File: src/rtl/rstsrc_pkg.sv
package rstsrc_pkg;
  localparam int NUM_SRC = 7;
  localparam int DATA_W  = 8;
  localparam int NUM_PIN = 5;

  // cause flag positions (status register, software visible)
  localparam int CAUSE_EXT  = 0;
  localparam int CAUSE_POR  = 1;
  localparam int CAUSE_WDOG = 2;
  localparam int CAUSE_LOL  = 3;
  localparam int CAUSE_LOC  = 4;
  localparam int CAUSE_SW   = 5;
  localparam int CAUSE_LVD  = 6;
  localparam int STAT_IRQ   = 7;

  // control register bit positions
  localparam int CTL_SWREQ  = 0;
  localparam int CTL_EXTDRV = 1;
  localparam int CTL_LVDEN  = 2;
  localparam int CTL_LVDRST = 3;

  localparam logic ADDR_CTRL = 1'b0;
  localparam logic ADDR_STAT = 1'b1;

  typedef logic [NUM_SRC-1:0] cause_t;

  localparam cause_t POR_ONLY = cause_t'(1) << CAUSE_POR;
endpackage

File: src/rtl/rstsrc_sync.sv
module rstsrc_sync #(
  parameter int WIDTH = 1
) (
  input  logic             clk,
  input  logic             rst_n,
  input  logic [WIDTH-1:0] d,
  output logic [WIDTH-1:0] q
);
  logic [WIDTH-1:0] stage1;

  always_ff @(posedge clk or negedge rst_n) begin
    if (!rst_n) begin
      stage1 <= '0;
      q      <= '0;
    end else begin
      stage1 <= d;
      q      <= stage1;
    end
  end
endmodule

File: src/rtl/rstsrc_seq.sv
module rstsrc_seq
  import rstsrc_pkg::*;
#(
  parameter int STRETCH = 512
) (
  input  logic   clk,
  input  logic   rst_n,
  input  cause_t src,
  output logic   in_rst,
  output cause_t cause
);
  localparam int CNT_W = (STRETCH > 1) ? $clog2(STRETCH) : 1;
  localparam logic [CNT_W-1:0] CNT_LAST = CNT_W'(STRETCH - 1);

  logic             any_src;
  logic             in_rst_d;
  logic [CNT_W-1:0] cnt_q, cnt_d;
  cause_t           cause_d;

  assign any_src = |src;

  always_comb begin
    in_rst_d = in_rst;
    cnt_d    = cnt_q;
    cause_d  = cause;
    if (any_src) begin
      in_rst_d = 1'b1;
      cnt_d    = '0;
      if (!in_rst) begin
        cause_d = src;
      end else if (!cause[CAUSE_POR]) begin
        cause_d = cause | src;
      end
    end else if (in_rst) begin
      if (cnt_q == CNT_LAST) begin
        in_rst_d = 1'b0;
        cnt_d    = '0;
      end else begin
        cnt_d = cnt_q + 1'b1;
      end
    end
  end

  always_ff @(posedge clk or negedge rst_n) begin
    if (!rst_n) begin
      in_rst <= 1'b1;
      cnt_q  <= '0;
      cause  <= POR_ONLY;
    end else begin
      in_rst <= in_rst_d;
      cnt_q  <= cnt_d;
      cause  <= cause_d;
    end
  end
endmodule

File: src/rtl/rstsrc_regs.sv
module rstsrc_regs
  import rstsrc_pkg::*;
(
  input  logic              clk,
  input  logic              rst_n,
  input  logic              in_rst,
  input  logic              lvd_level,
  input  cause_t            cause,
  input  logic              wr,
  input  logic              addr,
  input  logic [DATA_W-1:0] wdata,
  output logic [DATA_W-1:0] rdata,
  output logic              sw_req,
  output logic              ext_drive,
  output logic              lvd_en,
  output logic              lvd_rst_mode,
  output logic              lvd_irq
);
  logic wr_ctrl, wr_stat;
  logic sw_req_d, ext_drive_d, lvd_en_d, lvd_rst_mode_d, lvd_irq_d;
  logic [DATA_W-1:0] wdata_unused;

  assign wr_ctrl      = wr && (addr == ADDR_CTRL);
  assign wr_stat      = wr && (addr == ADDR_STAT);
  assign wdata_unused = wdata;

  always_comb begin
    ext_drive_d    = wr_ctrl ? wdata[CTL_EXTDRV] : ext_drive;
    sw_req_d       = sw_req;
    lvd_en_d       = lvd_en;
    lvd_rst_mode_d = lvd_rst_mode;
    lvd_irq_d      = lvd_irq;
    if (in_rst) begin
      sw_req_d       = 1'b0;
      lvd_en_d       = 1'b1;
      lvd_rst_mode_d = 1'b1;
      lvd_irq_d      = 1'b0;
    end else begin
      if (wr_ctrl) begin
        sw_req_d       = wdata[CTL_SWREQ];
        lvd_en_d       = wdata[CTL_LVDEN];
        lvd_rst_mode_d = wdata[CTL_LVDRST];
      end
      if (lvd_en && !lvd_rst_mode && lvd_level) begin
        lvd_irq_d = 1'b1;
      end else if (wr_stat && wdata[STAT_IRQ]) begin
        lvd_irq_d = 1'b0;
      end
    end
  end

  always_ff @(posedge clk or negedge rst_n) begin
    if (!rst_n) begin
      sw_req       <= 1'b0;
      ext_drive    <= 1'b0;
      lvd_en       <= 1'b1;
      lvd_rst_mode <= 1'b1;
      lvd_irq      <= 1'b0;
    end else begin
      sw_req       <= sw_req_d;
      ext_drive    <= ext_drive_d;
      lvd_en       <= lvd_en_d;
      lvd_rst_mode <= lvd_rst_mode_d;
      lvd_irq      <= lvd_irq_d;
    end
  end

  always_comb begin
    rdata = '0;
    if (addr == ADDR_CTRL) begin
      rdata[CTL_SWREQ]  = sw_req;
      rdata[CTL_EXTDRV] = ext_drive;
      rdata[CTL_LVDEN]  = lvd_en;
      rdata[CTL_LVDRST] = lvd_rst_mode;
    end else begin
      rdata[NUM_SRC-1:0] = cause;
      rdata[STAT_IRQ]    = lvd_irq;
    end
  end
endmodule

File: src/rtl/rstsrc_ctrl.sv
module rstsrc_ctrl
  import rstsrc_pkg::*;
#(
  parameter int STRETCH = 512
) (
  input  logic              clk,
  input  logic              por_n,
  input  logic              ext_req,
  input  logic              wdog_req,
  input  logic              lol_req,
  input  logic              loc_req,
  input  logic              lvd_det,
  input  logic              reg_wr,
  input  logic              reg_addr,
  input  logic [DATA_W-1:0] reg_wdata,
  output logic [DATA_W-1:0] reg_rdata,
  output logic              sys_rst_n,
  output logic              ext_rst_out_n,
  output logic              lvd_irq
);
  logic               por_s1, rst_n_sync;
  logic [NUM_PIN-1:0] pin_raw, pin_sync;
  cause_t             src, cause;
  logic               in_rst, sw_req, ext_drive, lvd_en, lvd_rst_mode;

  // power-on: asserts asynchronously, releases on a clock edge
  always_ff @(posedge clk or negedge por_n) begin
    if (!por_n) begin
      por_s1     <= 1'b0;
      rst_n_sync <= 1'b0;
    end else begin
      por_s1     <= 1'b1;
      rst_n_sync <= por_s1;
    end
  end

  assign pin_raw = {lvd_det, loc_req, lol_req, wdog_req, ext_req};

  rstsrc_sync #(.WIDTH(NUM_PIN)) u_sync (
    .clk  (clk),
    .rst_n(rst_n_sync),
    .d    (pin_raw),
    .q    (pin_sync)
  );

  always_comb begin
    src            = '0;
    src[CAUSE_EXT]  = pin_sync[0];
    src[CAUSE_WDOG] = pin_sync[1];
    src[CAUSE_LOL]  = pin_sync[2];
    src[CAUSE_LOC]  = pin_sync[3];
    src[CAUSE_SW]   = sw_req;
    src[CAUSE_LVD]  = pin_sync[4] && lvd_en && lvd_rst_mode;
  end

  rstsrc_seq #(.STRETCH(STRETCH)) u_seq (
    .clk   (clk),
    .rst_n (rst_n_sync),
    .src   (src),
    .in_rst(in_rst),
    .cause (cause)
  );

  rstsrc_regs u_regs (
    .clk         (clk),
    .rst_n       (rst_n_sync),
    .in_rst      (in_rst),
    .lvd_level   (pin_sync[4]),
    .cause       (cause),
    .wr          (reg_wr),
    .addr        (reg_addr),
    .wdata       (reg_wdata),
    .rdata       (reg_rdata),
    .sw_req      (sw_req),
    .ext_drive   (ext_drive),
    .lvd_en      (lvd_en),
    .lvd_rst_mode(lvd_rst_mode),
    .lvd_irq     (lvd_irq)
  );

  assign sys_rst_n     = !in_rst;
  assign ext_rst_out_n = !(in_rst || ext_drive);
endmodule

File: config.mk
export PLATFORM = sky130hd
export DESIGN_NAME = rstsrc_ctrl
export DESIGN_NICKNAME = d
export VERILOG_FILES = /design/src/rtl/rstsrc_pkg.sv /design/src/rtl/rstsrc_sync.sv /design/src/rtl/rstsrc_seq.sv /design/src/rtl/rstsrc_regs.sv /design/src/rtl/rstsrc_ctrl.sv
export SDC_FILE = /design/constraint.sdc
export NUM_CORES = 1
export LEC_CHECK = 0
export BUFFER_PORTS_ARGS = -buffer_cell sky130_fd_sc_hd__buf_2
export CORE_AREA = 2 2 56 58
export CTS_CLUSTER_SIZE = 14
export DETAILED_ROUTE_END_ITERATION = 8
export DIE_AREA = 0 0 58 60
export GPL_ROUTABILITY_DRIVEN = 0
export PLACE_DENSITY = 0.71
export REMOVE_ABC_BUFFERS = 1
export SKIP_CTS_REPAIR_TIMING = 1
export SLEW_MARGIN = 20
export SYNTH_ARGS = -nofsm -noshare
export SYNTH_HDL_FRONTEND = slang
export SYNTH_SLANG_ARGS = --single-unit
File: constraint.sdc
create_clock -name clk -period 1.4 [get_ports clk]
set_clock_uncertainty 0.2 [all_clocks]
set_input_delay 0.21 -clock clk [delete_from_list [all_inputs] [get_ports clk]]
set_output_delay 0.21 -clock clk [all_outputs]
set_load 0.01 [all_outputs]
==> flow_summary_export.csv <==
group,metric,value,unit
run_status,status,"complete, but fails checks",
run_status,violations,"setup timing",
timing,drv_slew,0,
clocking,cts_buffer_depth,2,
grt,grt_pass1_vias,1119,
logic_synthesis,async_reset_ff_frac,1.000,
die,io_pins,28,
clocking,clk_latency,0.34,ns
detailed_routing,vias_per_cell,5.293,
die,fp.dieW,58,µm
logic_synthesis,synth.distinct_cells,30,
logic_synthesis,seq_area_frac_synth,0.5948,
pwr,peakVddDrop,724.8,µV
timing,post-route-period-util,1.641,
detailed_routing,drc,0,
logic_synthesis,synth_area,0.001439,mm²
finish,synthToLayoutAreaGrowth,54.52,%
critical_path,critical_path.slowest_cell,"dfrtp_1",
timing,rsz0062_at_grt,"yes",
die,die_h,60,µm
logic_synthesis,ys_top_cells_by_area,"dfrtp_1 (52%), dfstp_2 (7.3%), mux2_2 (4.7%)",
finish,fin_nets,218,
clocking,cts_root_buf,"clkbuf_4",
clocking,clk_pin_slew,0.10,ns
critical_path,critical_path_required,1.49,ns
die,die_area,0.003480,mm²
timing,worst_slack,-0.8979,ns
critical_path,worstSetupPathType,"reg -> reg",
die,core_area,0.002903,mm²
logic_synthesis,syn_inst,124,
clocking,cts_htree_levels,2,
logic_synthesis,yosysTopAreaCellShare,0.5217,
placed_design,dp_slack,-1.134,ns
critical_path,worstPathCellList,"ha_2 -> and3_4 -> and3_4 -> and3_4 -> ha_4 -> nand2b_4 -> nor4_4 -> buf_4 -> buf_4 -> a22o_2",
logic_synthesis,ys_warn_count,0,
detailed_routing,wl_per_cell,14.44,µm
die,start_util,0.4957,
logic_synthesis,syn_area_per_cell,11.60,µm²
grt,grt_max_degree,22,
timing,setup_viol,26,
critical_path,arrival,2.38,ns
pwr,power,0.001665,W
critical_path,cp_common_cell,"and3_4",
die,num_rows,20,
logic_synthesis,yosys_register_bits,34,
grt,grt_pass1_wl,4747,µm
grt,gr-total-overflow,0,
placed_design,dpl.hpwl,2013,µm
pwr,cellLeakagePower,1.013,nW
critical_path,worstSetupEndpointType,"flop",
clocking,cts_tree,"yes",
critical_path,start_kind,"flop",
grt,grtUsageTotal,0.1877,
detailed_routing,ant_nets,0,
logic_synthesis,synthTopCellsByCount,"dfrtp_1 (30), nand2_1 (12), o21ai_0 (9)",
clocking,cts_buffers,5,
grt,antenna_found_initial,0,
timing,period_needed,2.298,ns
logic_synthesis,yosys.area.top_type,"dfrtp_1",
logic_synthesis,yosysMostFrequentCell,"dfrtp_1",
timing,max_freq,435.2,MHz
detailed_routing,first_pass_iters,4,
clocking,clock_sink_count,34,
critical_path,cp_slowest_stage_delay,0.40,ns
finish,design_area,0.002223,mm²
finish,diodes,0,
hold_path,min_path_type,"reg -> async",
finish,n_fill_cell,179,
timing,finalHoldViolations,0,
flow_run,maxCapViolCount,0,
finish,drive_above_1_share,0.5528,
placed_design,placed_area,0.001745,mm²
detailed_routing,drtIter0Drc,68,
placed_design,port_buffers,24,
pwr,p_per_area,749.0,mW/mm²
detailed_routing,routed_wl,3351,µm
logic_synthesis,synth_enable_flop_cells,0,
detailed_routing,vias,1228,
logic_synthesis,synthFlopType,"dfrtp_1",
critical_path,critPathMaxFanout,6,
## metal layers
| layer | up-vias | part of all wire | GRT usage |
|---|---|---|---|
| li1 | 587 | - | - |
| met1 | 601 | 0.41 | 0.2286 |
| met2 | 33 | 0.52 | 0.2922 |
| met3 | 7 | 0.046 | 0.05411 |
| met4 | 0 | 0.019 | 0.1229 |
| met5 | - | 0 | 0 |
## area by class of cell
| type | instances | area, µm² | area share |
|---|---|---|---|
| clock buffer | 5 | 37.54 | 0.01688 |
| clock inverter | 2 | 10.01 | 0.004502 |
| inverter | 1 | 8.758 | 0.003939 |
| multi-input combinational | 84 | 670.6 | 0.3016 |
| sequential | 34 | 857.1 | 0.3855 |
| tap | 33 | 41.29 | 0.01857 |
| timing repair buffer | 73 | 598.1 | 0.2690 |
## flip-flops by register name, indices dropped and copies added (netlist names)
register	count
u_regs.sw_req	1
u_seq.cause	7
u_regs.lvd_rst_mode	1
u_regs.lvd_en	1
rst_n_sync	1
u_sync.stage1	5
por_s1	1
u_regs.ext_drive	1
u_seq.in_rst	1
u_sync.q	5
u_seq.cnt_q	9
u_regs.lvd_irq	1
## through the flow
| step | setup TNS (ns) | std cells | hold slack [ns] | util |
|---|---|---|---|---|
| floorplan | -11.82 | 119 | -0.2856 | - |
| global route | -13.63 | 232 | 0.03829 | 0.7659 |
| detailed placement | -11.99 | 199 | -0.2035 | 0.6013 |
| CTS | -14.28 | 206 | -0.5881 | 0.6177 |
| finish | -11.87 | 232 | 0.006222 | 0.7659 |
| global placement | -11.18 | 199 | -0.2049 | 0.6013 |
## critical path: cells and delay by family (launching register included)
kind	cells	cell delay, ns
simple gates	5	0.84
flops	1	0.40
buf+inv	2	0.35
fa+ha+maj	2	0.34
compound gates	1	0.12
## kinds of logic after synthesis
kind of cell / share of synthesized area
simple gates: 0.1765
other cells: 0.002606
buf+inv: 0.02173
flops: 0.5948
mux: 0.07478
fa+ha+maj: 0.01739
compound gates: 0.1061
xor+xnor: 0.006088
## cells in the final DEF (no fill, tap or decap), drive strengths merged, types with 2 or more instances in the layout
| cell type | n |
|---|---|
| buf | 62 |
| dfrtp | 30 |
| nand2 | 13 |
| dlygate4sd3 | 11 |
| o21ai | 9 |
| nor2 | 8 |
| a21oi | 8 |
| mux2 | 6 |
| a31oi | 5 |
| clkbuf | 5 |
| nor3 | 5 |
| and2 | 4 |
| dfstp | 4 |
| and3 | 4 |
| nand2b | 4 |
| mux2i | 4 |
| nand3 | 2 |
| a22o | 2 |
| nor2b | 2 |
| clkinv | 2 |
| ha | 2 |
## path summary, 6_finish.rpt
path | startpoint | endpoint | slack, ns | depth (start not counted)
setup / recovery | u_seq.cnt_q[1] | u_seq.cnt_q[1] | -0.90 | 10
hold reg to reg | rst_n_sync | u_seq.cause[0] | 0.006 | 1
hold / removal | rst_n_sync | u_seq.cause[0] | 0.006 | 1
min in group clk | reg_wdata[7] | u_regs.lvd_irq | 0.05 | 4
setup reg to reg | u_seq.cnt_q[1] | u_seq.cnt_q[1] | -0.90 | 10
max in group asynchronous | por_n | por_s1 | 0.38 | 3
## power breakdown
group / total (W) / switching (W) / leakage [nW] / internal [W]
logic: 0.000164 / 0.0000723 / 0.580 / 0.0000917
registers: 0.00102 / 0.0000111 / 0.402 / 0.00101
clock network: 0.000484 / 0.000304 / 0.0308 / 0.000180
No activity file was read; power rests on OpenSTA's default activity.
